[config.mk]
export PLATFORM = sky130hd
export DESIGN_NAME = logic_cell
export DESIGN_NICKNAME = d
export VERILOG_FILES = /design/src/rtl/lcell_pkg.sv /design/src/rtl/lcell_cfg_store.sv /design/src/rtl/lcell_lut.sv /design/src/rtl/lcell_ff.sv /design/src/rtl/logic_cell.sv
export SDC_FILE = /design/constraint.sdc
export NUM_CORES = 1
export LEC_CHECK = 0
export ABC_AREA = 0
export BUFFER_PORTS_ARGS = -buffer_cell sky130_fd_sc_hd__buf_2
export CAP_MARGIN = 10
export CORE_AREA = 2 2 91 93
export CTS_BUF_LIST = sky130_fd_sc_hd__clkbuf_4 sky130_fd_sc_hd__clkbuf_8
export DETAILED_ROUTE_END_ITERATION = 8
export DIE_AREA = 0 0 93 95
export HOLD_SLACK_MARGIN = 0.03
export PLACE_DENSITY_LB_ADDON = 0.2
export SLEW_MARGIN = 10
export SYNTH_ARGS = -nofsm -noshare
export SYNTH_HDL_FRONTEND = slang
export SYNTH_SLANG_ARGS = --single-unit
export TNS_END_PERCENT = 100
[constraint.sdc]
create_clock -name clk -period 2.7 [get_ports clk]
set_input_delay 0.27 -clock clk [delete_from_list [all_inputs] [get_ports clk]]
set_output_delay 0.27 -clock clk [all_outputs]
set_load 0.05 [all_outputs]
[src/rtl/lcell_pkg.sv]
package lcell_pkg;
  localparam int LUT_K    = 4;
  localparam int LUT_BITS = 1 << LUT_K;
  localparam int H_K      = 3;
  localparam int H_BITS   = 1 << H_K;
  localparam int SRC_W    = 2;

  localparam int F_LO    = 0;
  localparam int G_LO    = F_LO + LUT_BITS;
  localparam int H_LO    = G_LO + LUT_BITS;
  localparam int XSRC_LO = H_LO + H_BITS;
  localparam int YSRC_LO = XSRC_LO + SRC_W;
  localparam int XSEL_B  = YSRC_LO + SRC_W;
  localparam int YSEL_B  = XSEL_B + 1;
  localparam int XSRV_B  = YSEL_B + 1;
  localparam int YSRV_B  = XSRV_B + 1;
  localparam int MEM_B   = YSRV_B + 1;
  localparam int CFG_W   = MEM_B + 1;

  typedef enum logic [SRC_W-1:0] {
    SRC_F   = 2'd0,
    SRC_G   = 2'd1,
    SRC_H   = 2'd2,
    SRC_DIN = 2'd3
  } ff_src_e;
endpackage

[src/rtl/lcell_cfg_store.sv]
module lcell_cfg_store
  import lcell_pkg::*;
(
  input  logic                 clk,
  input  logic                 rst,
  input  logic                 shift_en,
  input  logic                 shift_in,
  input  logic                 mem_we,
  input  logic [LUT_K-1:0]     mem_addr,
  input  logic                 mem_d_f,
  input  logic                 mem_d_g,
  output logic [CFG_W-1:0]     cfg
);
  always_ff @(posedge clk) begin
    if (rst) begin
      cfg <= '0;
    end else if (shift_en) begin
      cfg <= {shift_in, cfg[CFG_W-1:1]};
    end else if (mem_we && cfg[MEM_B]) begin
      cfg[F_LO + int'(mem_addr)] <= mem_d_f;
      cfg[G_LO + int'(mem_addr)] <= mem_d_g;
    end
  end


  shift_in_chk: assert property (@(posedge clk) disable iff (rst)
    shift_en |=> cfg[CFG_W-1] == $past(shift_in));

  shift_move_chk: assert property (@(posedge clk) disable iff (rst)
    shift_en |=> cfg[CFG_W-2:0] == $past(cfg[CFG_W-1:1]));

  mem_write_chk: assert property (@(posedge clk) disable iff (rst)
    (mem_we && cfg[MEM_B] && !shift_en)
      |=> cfg[F_LO + int'($past(mem_addr))] == $past(mem_d_f));

  no_write_chk: assert property (@(posedge clk) disable iff (rst)
    (!shift_en && !cfg[MEM_B]) |=> $stable(cfg));
endmodule

[src/rtl/lcell_lut.sv]
module lcell_lut #(
  parameter int K = 4,
  localparam int DEPTH = 1 << K
) (
  input  logic [DEPTH-1:0] table_bits,
  input  logic [K-1:0]     sel,
  output logic             y
);
  always_comb y = table_bits[sel];
endmodule

[src/rtl/lcell_ff.sv]
module lcell_ff (
  input  logic clk,
  input  logic rst,
  input  logic ce,
  input  logic sr,
  input  logic srval,
  input  logic d,
  output logic q
);
  always_ff @(posedge clk) begin
    if (rst)      q <= 1'b0;
    else if (sr)  q <= srval;
    else if (ce)  q <= d;
  end


  sr_wins_chk: assert property (@(posedge clk) disable iff (rst)
    sr |=> q == $past(srval));

  hold_chk: assert property (@(posedge clk) disable iff (rst)
    (!sr && !ce) |=> $stable(q));

  load_chk: assert property (@(posedge clk) disable iff (rst)
    (!sr && ce) |=> q == $past(d));
endmodule

[src/rtl/logic_cell.sv]
module logic_cell
  import lcell_pkg::*;
(
  input  logic             clk,
  input  logic             rst,
  input  logic             cfg_en,
  input  logic             cfg_din,
  input  logic             mem_we,
  input  logic [LUT_K-1:0] f_in,
  input  logic [LUT_K-1:0] g_in,
  input  logic             h_in,
  input  logic             din,
  input  logic             sr,
  input  logic             ce,
  output logic             x,
  output logic             y,
  output logic             xq,
  output logic             yq
);
  localparam int LANES = 2;

  logic [CFG_W-1:0] cfg;
  logic             f_val, g_val, h_val;
  logic [LANES-1:0] ff_d, ff_q, ff_srv;
  ff_src_e          ff_src [LANES];

  lcell_cfg_store u_store (
    .clk      (clk),
    .rst      (rst),
    .shift_en (cfg_en),
    .shift_in (cfg_din),
    .mem_we   (mem_we),
    .mem_addr (f_in),
    .mem_d_f  (din),
    .mem_d_g  (h_in),
    .cfg      (cfg)
  );

  lcell_lut #(.K(LUT_K)) u_lut_f (
    .table_bits (cfg[F_LO +: LUT_BITS]),
    .sel        (f_in),
    .y          (f_val)
  );

  lcell_lut #(.K(LUT_K)) u_lut_g (
    .table_bits (cfg[G_LO +: LUT_BITS]),
    .sel        (g_in),
    .y          (g_val)
  );

  lcell_lut #(.K(H_K)) u_lut_h (
    .table_bits (cfg[H_LO +: H_BITS]),
    .sel        ({h_in, g_val, f_val}),
    .y          (h_val)
  );

  always_comb begin
    x = cfg[XSEL_B] ? h_val : f_val;
    y = cfg[YSEL_B] ? h_val : g_val;
  end

  always_comb begin
    ff_src[0] = ff_src_e'(cfg[XSRC_LO +: SRC_W]);
    ff_src[1] = ff_src_e'(cfg[YSRC_LO +: SRC_W]);
    ff_srv    = {cfg[YSRV_B], cfg[XSRV_B]};
  end

  for (genvar i = 0; i < LANES; i++) begin : g_lane
    always_comb begin
      unique case (ff_src[i])
        SRC_F:   ff_d[i] = f_val;
        SRC_G:   ff_d[i] = g_val;
        SRC_H:   ff_d[i] = h_val;
        default: ff_d[i] = din;
      endcase
    end

    lcell_ff u_ff (
      .clk   (clk),
      .rst   (rst),
      .ce    (ce),
      .sr    (sr),
      .srval (ff_srv[i]),
      .d     (ff_d[i]),
      .q     (ff_q[i])
    );
  end

  assign xq = ff_q[0];
  assign yq = ff_q[1];


  reset_clear_chk: assert property (@(posedge clk)
    rst |=> (xq == 1'b0 && yq == 1'b0 && x == 1'b0 && y == 1'b0));
endmodule

==> results by group, run 1 <==
Outcome
  – Status: finished with violations
  – Violated checks: negative setup slack

Place
  – Port Buffers: 20
  – Area post-placement: 2900 um^2
  – Setup WS pre-CTS: -76.8 ps
  – Hpwl dp: 4.22 mm
  – GPL Wtd Cong: 0.770

Global route
  – First-pass GRT wire length: 10.4 mm
  – Initial antenna violation count: 0
  – Largest net degree at the start of global routing: 66
  – Total global routing overflow: 0
  – Total GRT Usage: 15.1%
  – Vias in the first global route: 2133

Clock tree
  – CTS tree: yes
  – Root buf cell: clkbuf_8
  – H-tree depth: 2
  – CTS buffer count: 5
  – Clk sinks: 51
  – Maximum clock insertion buffer count: 2
  – Clk pin slew, worst setup/hold paths: 90 ps
  – Worst skew pair latency: 300 ps

Drt
  – Wire length per cell: 14.9 um
  – 1st-iter DRT viols: 79
  – WL final: 6.23 mm
  – Vias per cell: 5.08
  – Via count: 2128
  – DRC violations left: 0
  – Drt pass-1 iters: 6
  – Antenna viol nets, final: 0

Floorplan
  – Core footprint: 7930 um^2
  – Initial Util: 34.0%
  – Die width: 93 um
  – Die H: 95 um
  – Top-Level Pins: 21
  – DIE AREA: 8840 um^2
  – Row count: 33

Synthesis
  – Main synth FF type: dfxtp_1
  – Syn Nets: 312
  – Post-synthesis sequential area ratio: 37.9%
  – Post-synth EDFFs: 0
  – Async set-or-reset flop fraction in the synthesized netlist: 0%
  – Syn avg cell area: 9.14 um^2
  – Seq cells post-synth: 51
  – Yosys cell types: 27
  – Synthesized instance count: 295
  – Mapped cell area: 2700 um^2
  – Yosys warns: 0

Power and ir drop
  – Share of total power in sequential cells: 56.5%
  – Static leakage: 0.00119 uW
  – Clock power frac: 35.5%
  – Pwr/cell area: 441 nW/um^2
  – Int Pwr: 1010 uW
  – Net Sw Frac: 24.4%
  – Switch Pwr: 327 uW
  – Maximum VDD drop: 0.293 mV
  – Comb pwr share: 8.0%

Timing
  – Min cycle time layout: 2780 ps
  – Skew final: 5.06 ps
  – Setup violators final: 2
  – Post-route setup TNS: -151 ps
  – Max-slew headroom: 61.9%
  – Fin crit share: 103%
  – Setup repair after global routing missed its margin: true
  – Final Hold Fails: 0
  – Peak Freq: 0.360 GHz
  – Worst Tran Pin Value: 570 ps
  – Slew Viols, Final: 0
  – Setup ws final: -79.2 ps

Critical path
  – Beginning of the critical path: u_store.cfg[15]
  – Critical Path End Type: output pin
  – CP required: 2430 ps
  – Critical path class: flop to output pin
  – Crit Path Max Fanout: 5
  – Reg2reg start: u_store.cfg[15]
  – Critical path arrival: 2510 ps
  – Startpoint types: flop

Worst hold path
  – Worst hold start: cfg_din
  – HP Class: primary input to flop

Finish
  – Diode count: 0
  – Synth-to-layout area growth: 12.8%
  – Final non-filler cell area: 3040 um^2
  – Share of cells above drive strength 1: 24.8%
  – Layout Nets: 330

Flow run
  – Max-Cap Viols: 0
==> cells in the final DEF (no fill, tap or decap), types with 3 or more instances in the layout <==
master | synthesis | final
mux2i_1 | 45 | 45
nand2_1 | 20 | 20
nor3b_1 | 3 | 3
mux2_2 | 16 | 16
mux4_2 | 7 | 10
a21oi_1 | 32 | 32
o21ai_0 | 12 | 12
nor2_1 | 62 | 62
dfxtp_2 | 0 | 10
buf_2 | 1 | 18
nor3_1 | 4 | 4
clkbuf_8 | 0 | 6
dfxtp_1 | 51 | 41
nor2b_1 | 4 | 4
buf_4 | 0 | 13
==> worst max-delay path: stages (launching register included) <==
cell,delay (ps)
dfxtp_2,340
mux4_2,450
mux4_2,590
mux2i_1,200
mux2i_1,100
mux2i_2,230
a21oi_1,100
buf_4,200
==> path summary, 6_finish.rpt <==
check	cells after the start	to	slack [ps]
worst max-delay path	7	x	-80
worst min-delay path	3	u_store.cfg[48]	220
worst max register to register	7	g_lane[1].u_ff.q	410
worst min register to register	2	u_store.cfg[14]	510
==> repair_timing <==
action | in CTS | in global routing
setup buffers | 5 | 0
resized for setup | 15 | 0
hold endpoints to repair | 0 | 0
hold buffers | 0 | 0
pin swaps | 2 | 0
endpoints found under the setup margin | 2 | 2
==> area by class of cell <==
cell class,count,area (um^2)
tap,105,131
fill,836,4890
clock buffer,7,90.1
timing repair buffer,32,208
sequential,51,1030
multi-input combinational,223,1570
clock inverter,1,8.76
==> cells in the mapped netlist (all sizes together) (2+ instances only) <==
master   n  area (um^2)
buf     10         53.8
nor3     4         20.0
mux4    10          236
mux2    16          180
mux2i   46          464
o31ai    2         15.0
nor2b    4         25.0
dfxtp   51         1020
clkbuf  11         41.3
o32a     2         20.0
nor3b    3         22.5
nand2   20         75.1
o21ai   12         60.1
nor2    62          233
a21oi   32          160
nand2b   2         12.5
a21o     2         15.0
==> stage by stage <==
step | power, uW | utilization [%] | std cells | hold slack (ps)
6_report | 1340 | 38.4 | 419 | 221
5_1_grt | 1400 | 38.4 | 419 | 234
3_3_place_gp | 883 | 36.6 | 406 | 504
4_1_cts | 1370 | 38.4 | 419 | 223
3_5_place_dp | 883 | 36.6 | 406 | 510
2_1_floorplan | 849 | - | 295 | 418
==> routing by layer <==
layer  part of all wire (%)  up-vias  track usage, %
met5                      0        -               0
li1                       -     1073               -
met4                    1.3        0            4.17
met1                     47     1004            19.5
met3                    3.8        8            2.87
met2                     48       43            26.0
==> power by group through the flow <==
stage | logic, uW | clock network [uW] | registers (uW)
4_1_cts | 109 | 499 | 758
5_1_grt | 117 | 523 | 758
3_3_place_gp | 108 | 0 | 775
2_1_floorplan | 73.7 | 0 | 775
6_report | 107 | 475 | 758
3_5_place_dp | 108 | 0 | 775
==> cells by family (layout without fill, tap and decap cells) <==
kind of cell           Yosys count  count (layout)  share of synthesized area [%]
AND/OR/NAND/NOR                101             101                           15.9
flip-flops                      51              51                           37.9
AO/OA/AOI/OAI                   50              50                           10.0
multiplexers                    72              72                           32.7
buffers and inverters           21              40                           3.53
==> state kept, by name, summed over array words and instances, names as in the netlist <==
name,count
g_lane.u_ff.q,2
u_store.cfg,49
No activity file was read; power rests on OpenSTA's default activity.
==> inputs of run 2 (changes only) <==
CORE_AREA = 2 2 100 102   (was 2 2 91 93)
DIE_AREA = 0 0 102 104   (was 0 0 93 95)
SYNTH_HIERARCHICAL = 1   (was unset)
==> results by group, run 2 <==
Floorplan
  – Core footprint: 9550 um^2 (+20%)
  – Die width: 102 um (+9.7%)
  – Initial Util: 33.8% (-0.19 points)
  – Top-Level Pins: 21 (unchanged)
  – Die H: 104 um (+9.5%)
  – DIE AREA: 10600 um^2 (+20%)
  – Row count: 36 (+9.1%)

Synthesis
  – Synthesized instance count: 334 (+13%)
  – Yosys warns: 6 (+6)
  – Async set-or-reset flop fraction in the synthesized netlist: 0% (unchanged)
  – Seq cells post-synth: 51 (unchanged)
  – Mapped cell area: 3230 um^2 (+20%)
  – Main synth FF type: dfxtp_1
  – Post-synthesis sequential area ratio: 31.6% (-6.2 points)
  – Syn Nets: 351 (+13%)
  – Top cell type's share of synthesized area: 31.6% (-6.2 points)
  – Synth area leader: dfxtp_1
  – Synth top area cells: dfxtp_1, o311a_1, a221oi_1
  – Post-synth top cells: dfxtp_1, nor2_1, inv_1
  – Syn avg cell area: 9.67 um^2 (+5.8%)
  – Yosys cell types: 31 (+15%)
  – Post-synth EDFFs: 0 (unchanged)
  – Most common cell in the netlist: dfxtp_1

Timing
  – Setup ws final: -246 ps (-167 ps)
  – Max-slew headroom: 43.4% (-19 points)
  – Setup violators final: 4 (+2)
  – Min cycle time layout: 2950 ps (+167 ps)
  – Skew final: 13.5 ps (+8.45 ps)
  – Peak Freq: 0.339 GHz (-5.7%)
  – Final Hold Fails: 0 (unchanged)
  – Fin crit share: 109% (+6.2 points)
  – Slew Viols, Final: 0 (unchanged)
  – Worst Tran Pin Value: 849 ps (+279 ps)
  – Setup repair after global routing missed its margin: true

Global route
  – Total global routing overflow: 0 (unchanged)
  – Vias in the first global route: 2611 (+22%)
  – First-pass GRT wire length: 14.3 mm (+37%)
  – Initial antenna violation count: 0 (unchanged)
  – Largest net degree at the start of global routing: 88 (+33%)
  – Total GRT Usage: 17.2% (+2.1 points)

Finish
  – Share of cells above drive strength 1: 23.9% (-0.98 points)
  – Commonest non-fill, non-tap cells in the layout: nor2_1, dfxtp_1, inv_1
  – Max reg flops: 49 (unchanged)
  – Top reg by flops: u_store/cfg
  – Biggest regs: u_store/cfg: 49 flops, g_lane.u_ff/q: 2 flops
  – Layout Nets: 368 (+12%)
  – Diode count: 0 (unchanged)
  – Final non-filler cell total: 485 (+16%)
  – Final non-filler cell area: 3640 um^2 (+20%)
  – Commonest non-fill, non-tap cell in the layout: nor2_1
  – Filler cell count: 1000 (+20%)
  – Synth-to-layout area growth: 12.7% (about the same)

Critical path
  – FF-to-FF path depth: 8 (+1)
  – Crit Path Max Fanout: 4 (-1)
  – CP required: 2430 ps (about the same)
  – Critical Path End Type: output pin
  – Startpoint types: flop
  – Critical path arrival: 2680 ps (+170 ps)
  – Critical path class: flop to output pin

Drt
  – DRC violations left: 0 (unchanged)
  – WL final: 8.95 mm (+44%)
  – Routed wl met2: 4.46 mm (+50%)
  – Antenna viol nets, final: 0 (unchanged)
  – Met3 Wirelength: 398 um (+68%)
  – Top Layer Used: met4
  – Wire length per cell: 18.5 um (+24%)
  – 1st-iter DRT viols: 254 (+220%)
  – Vias per cell: 5.69 (+12%)
  – Met1 wire length: 3.95 mm (+35%)
  – Via count: 2759 (+30%)
  – Drt pass-1 iters: 4 (-2)

Clock tree
  – H-tree depth: 2 (unchanged)
  – Hold Buf Count CTS: 0 (unchanged)
  – CTS tree: yes
  – CTS buffer count: 5 (unchanged)
  – Worst skew pair latency: 310 ps (about the same)
  – Clk sinks: 51 (unchanged)
  – Maximum clock insertion buffer count: 2 (unchanged)
  – Clk pin slew, worst setup/hold paths: 100 ps (about the same)
  – Root buf cell: clkbuf_8

Place
  – Port Buffers: 20 (unchanged)
  – GPL Wtd Cong: 0.778 (+1.0%)
  – Inst Count DP: 476 (+17%)
  – Hpwl dp: 5.93 mm (+41%)
  – Area post-placement: 3500 um^2 (+21%)

Power and ir drop
  – Share of total power in sequential cells: 50.7% (-5.8 points)
  – Tot Pwr: 1590 uW (+18%)
  – Static leakage: 0.00144 uW (+21%)
  – Comb pwr share: 19.8% (+12 points)
  – Maximum VDD drop: 0.181 mV (-38%)
  – Int Pwr: 1120 uW (+11%)
  – Switch Pwr: 465 uW (+42%)
  – Pwr/cell area: 436 nW/um^2 (-1.1%)
  – Clock power frac: 29.5% (-6.0 points)
  – Net Sw Frac: 29.3% (+4.9 points)

Worst hold path
  – HP Class: primary input to flop
  – Hold depth: 3 (unchanged)

Flow run
  – Max-Cap Viols: 0 (unchanged)

Outcome
  – Status: finished with violations
  – Violated checks: negative setup slack
## run 2: changes by cell type after synthesis, sizes merged, moves of 12 or more
cell and delta:
a21oi -32, a221oi +32, buf +13, inv +34
mux2 -13, mux2i -21, nand2 -17, nor2 -13
o211ai +32, o21ai -12, o311a +32
## run 2: per-layer routing
layer	global-route usage (%)	vias to the layer above
li1	-	1339
met1	22.5	1335
met2	28.6	73
met3	3.09	12
met4	5.14	0
met5	0	-
## run 2: final cells by class
type                       count  area [um^2]  share of cell area (%)
clock buffer                   7         83.8                    2.30
tap                          133          166                    4.57
timing repair buffer          46          318                    8.73
sequential                    51         1030                    28.2
inverter                      34          128                    3.51
clock inverter                 1         5.00                   0.137
multi-input combinational    213         1910                    52.5
## run 2: power by group through the flow
stage / Combinational [uW] / Sequential (uW) / Clock, uW
finish: 314 / 805 / 469
CTS: 311 / 804 / 484
floorplan: 201 / 822 / 0
global route: 341 / 809 / 521
global placement: 287 / 819 / 0
detailed placement: 292 / 820 / 0
## run 2: repair_timing
| item | 4_1_cts | 5_1_grt |
|---|---|---|
| gates resized for setup | 20 | 6 |
| pin swaps | 1 | 0 |
| setup endpoints to repair | 4 | 4 |
| setup buffers | 1 | 0 |
## run 2: path summary, 6_finish.rpt
path / slack [ps] / to / start
worst max register to register: -100 / g_lane[1].u_ff/q / u_store/cfg[11]
worst min-delay path: 220 / u_store/cfg[48] / cfg_din
worst min register to register: 540 / u_store/cfg[40] / u_store/cfg[41]
worst max-delay path: -250 / x / u_store/cfg[11]
## run 2: critical path, cell delays in order, from the launching register on
cell and delay [ps]:
dfxtp_2 340, mux4_2 480, mux2i_2 230, mux2i_4 140
mux4_2 440, mux2_4 310, mux2_4 270, buf_8 150
## run 2: cells by family (layout without fill, tap and decap cells)
family          Yosys count  count (layout)  share of synthesized area, %
buf+inv                  70              88                          9.92
mux                      40              40                          18.3
compound gates           98              98                          26.8
flops                    51              51                          31.6
simple gates             75              75                          13.3
## run 2: stage by stage
step	TNS, ps	hold WS [ps]	util, %	worst slack [ps]
floorplan	0	335	-	87.2
global placement	-1160	496	36.6	-335
detailed placement	-1400	514	36.6	-437
CTS	-620	212	38.0	-236
global route	-876	232	38.1	-301
finish	-652	219	38.1	-246
==> inputs of run 3 (changes only) <==
BUFFER_PORTS_ARGS = -buffer_cell sky130_fd_sc_hd__buf_4   (was -buffer_cell sky130_fd_sc_hd__buf_2)
==> results by group, run 3 (synthesized netlist as in run 2, its figures left out) <==
Drt
  – Vias per cell: 5.59 (-1.7%)
  – Drt pass-1 iters: 4 (unchanged)
  – DRC violations left: 0 (unchanged)
  – Wire length per cell: 17.5 um (-5.0%)
  – Top Layer Used: met4
  – Routed wl met2: 4.09 mm (-8.4%)
  – Met1 wire length: 3.91 mm (-1.0%)
  – Met3 Wirelength: 416 um (+4.5%)
  – Via count: 2706 (-1.9%)
  – WL final: 8.49 mm (-5.2%)
  – Antenna viol nets, final: 0 (unchanged)
  – 1st-iter DRT viols: 212 (-17%)

Power and ir drop
  – Maximum VDD drop: 0.217 mV (+20%)
  – Static leakage: 0.00146 uW (+1.6%)
  – Pwr/cell area: 475 nW/um^2 (+9.0%)

Global route
  – Vias in the first global route: 2611 (unchanged)
  – Total global routing overflow: 0 (unchanged)
  – Initial antenna violation count: 0 (unchanged)
  – First-pass GRT wire length: 13.9 mm (-2.9%)
  – Total GRT Usage: 16.5% (-0.75 points)
  – Largest net degree at the start of global routing: 109 (+24%)

Worst hold path
  – HP Class: primary input to flop

Floorplan
  – DIE AREA: 10600 um^2 (unchanged)
  – Core footprint: 9550 um^2 (unchanged)
  – Row count: 36 (unchanged)
  – Top-Level Pins: 21 (unchanged)
  – Die H: 104 um (unchanged)
  – Die width: 102 um (unchanged)
  – Initial Util: 33.8% (unchanged)

Critical path
  – Critical path arrival: 2640 ps (-40 ps)
  – Critical Path End Type: output pin
  – Crit Path Max Fanout: 5 (+1)
  – Startpoint types: flop
  – CP required: 2430 ps (about the same)
  – Critical path class: flop to output pin

Clock tree
  – CTS tree: yes
  – H-tree depth: 2 (unchanged)
  – CTS buffer count: 5 (unchanged)
  – Clk pin slew, worst setup/hold paths: 100 ps (about the same)
  – Maximum clock insertion buffer count: 2 (unchanged)
  – Clk sinks: 51 (unchanged)
  – Root buf cell: clkbuf_8
  – Worst skew pair latency: 310 ps (about the same)

Timing
  – Slew Viols, Final: 0 (unchanged)
  – Setup ws final: -206 ps (+40.7 ps)
  – Setup repair after global routing missed its margin: true
  – Worst Tran Pin Value: 1020 ps (+167 ps)
  – Max-slew headroom: 32.3% (-11 points)
  – Setup violators final: 4 (unchanged)
  – Fin crit share: 108% (-1.5 points)
  – Final Hold Fails: 0 (unchanged)
  – Skew final: 13.9 ps (+0.369 ps)
  – Min cycle time layout: 2910 ps (-40.7 ps)
  – Peak Freq: 0.344 GHz (+1.4%)

Finish
  – Final non-filler cell area: 3730 um^2 (+2.4%)
  – Final non-filler cell total: 484 (-0.21%)
  – Top reg by flops: u_store/cfg
  – Util after Layout: 39.1% (+0.93 points)
  – Share of cells above drive strength 1: 23.9% (+0.068 points)
  – Max reg flops: 49 (unchanged)
  – Commonest non-fill, non-tap cells in the layout: nor2_1, dfxtp_1, buf_4, inv_1
  – Commonest non-fill, non-tap cell in the layout: nor2_1
  – Layout Nets: 367 (-0.27%)
  – Synth-to-layout area growth: 15.5%
  – Diode count: 0 (unchanged)
  – Biggest regs: u_store/cfg: 49 flops, g_lane.u_ff/q: 2 flops

Outcome
  – Status: finished with violations
  – Violated checks: negative setup slack

Place
  – Hpwl dp: 5.68 mm (-4.3%)
  – GPL Wtd Cong: 0.782 (+0.48%)
  – Inst Count DP: 475 (-0.21%)
  – Port Buffers: 20 (unchanged)
  – Area post-placement: 3540 um^2 (+1.1%)

Flow run
  – Max-Cap Viols: 0 (unchanged)
[run 3: routing by layer]
metal  global-route usage (%)  vias up
met1                     23.6     1297
met3                     2.42        6
met2                     26.4       68
met4                     3.05        0
met5                        0        -
li1                         -     1335
[run 3: area by class of cell]
class / instances / area, um^2
fillers: 1001 / 5820
multi-input cells: 213 / 1920
flip-flops and latches: 51 / 1030
repair buffers: 45 / 353
well taps: 133 / 166
inverters: 34 / 128
clock buffers: 6 / 76.3
clock inverters: 2 / 60.1
[run 3: through the flow]
stage	setup TNS, ps	setup WS [ps]	total power (uW)	hold WS [ps]
4_1_cts	-494	-200	1780	205
3_5_place_dp	-1280	-414	1120	505
2_1_floorplan	0	87.2	1020	335
6_report	-559	-206	1770	209
5_1_grt	-898	-284	1850	248
3_3_place_gp	-1110	-338	1110	494
[run 3: report_power, final]
group	internal (uW)	switching (uW)	total (uW)
clock network	381	269	650
logic	145	174	318
registers	781	23.4	804
total	1310	466	1770
[run 3: final timing paths]
| path | slack [ps] | start | depth (start not counted) | endpoint |
|---|---|---|---|---|
| setup / recovery | -210 | u_store/cfg[11] | 7 | x |
| hold / removal | 210 | cfg_din | 3 | u_store/cfg[48] |
| setup reg to reg | -90 | u_store/cfg[11] | 8 | g_lane[1].u_ff/q |
| hold reg to reg | 530 | u_store/cfg[41] | 2 | u_store/cfg[40] |
[run 3: timing repair]
action                                  4_1_cts  5_1_grt
setup buffers                                 0        1
cloned                                        0        0
pin swaps                                     0        2
hold buffers                                  0        0
endpoints found under the setup margin        4        4
gates resized for setup                      21        4
[run 3: critical path: stages (launching register included)]
cell	delay, ps
dfxtp_2	340
mux4_2	480
mux2i_2	210
mux2i_4	130
mux4_2	430
mux2_4	310
mux2_4	280
buf_8	150
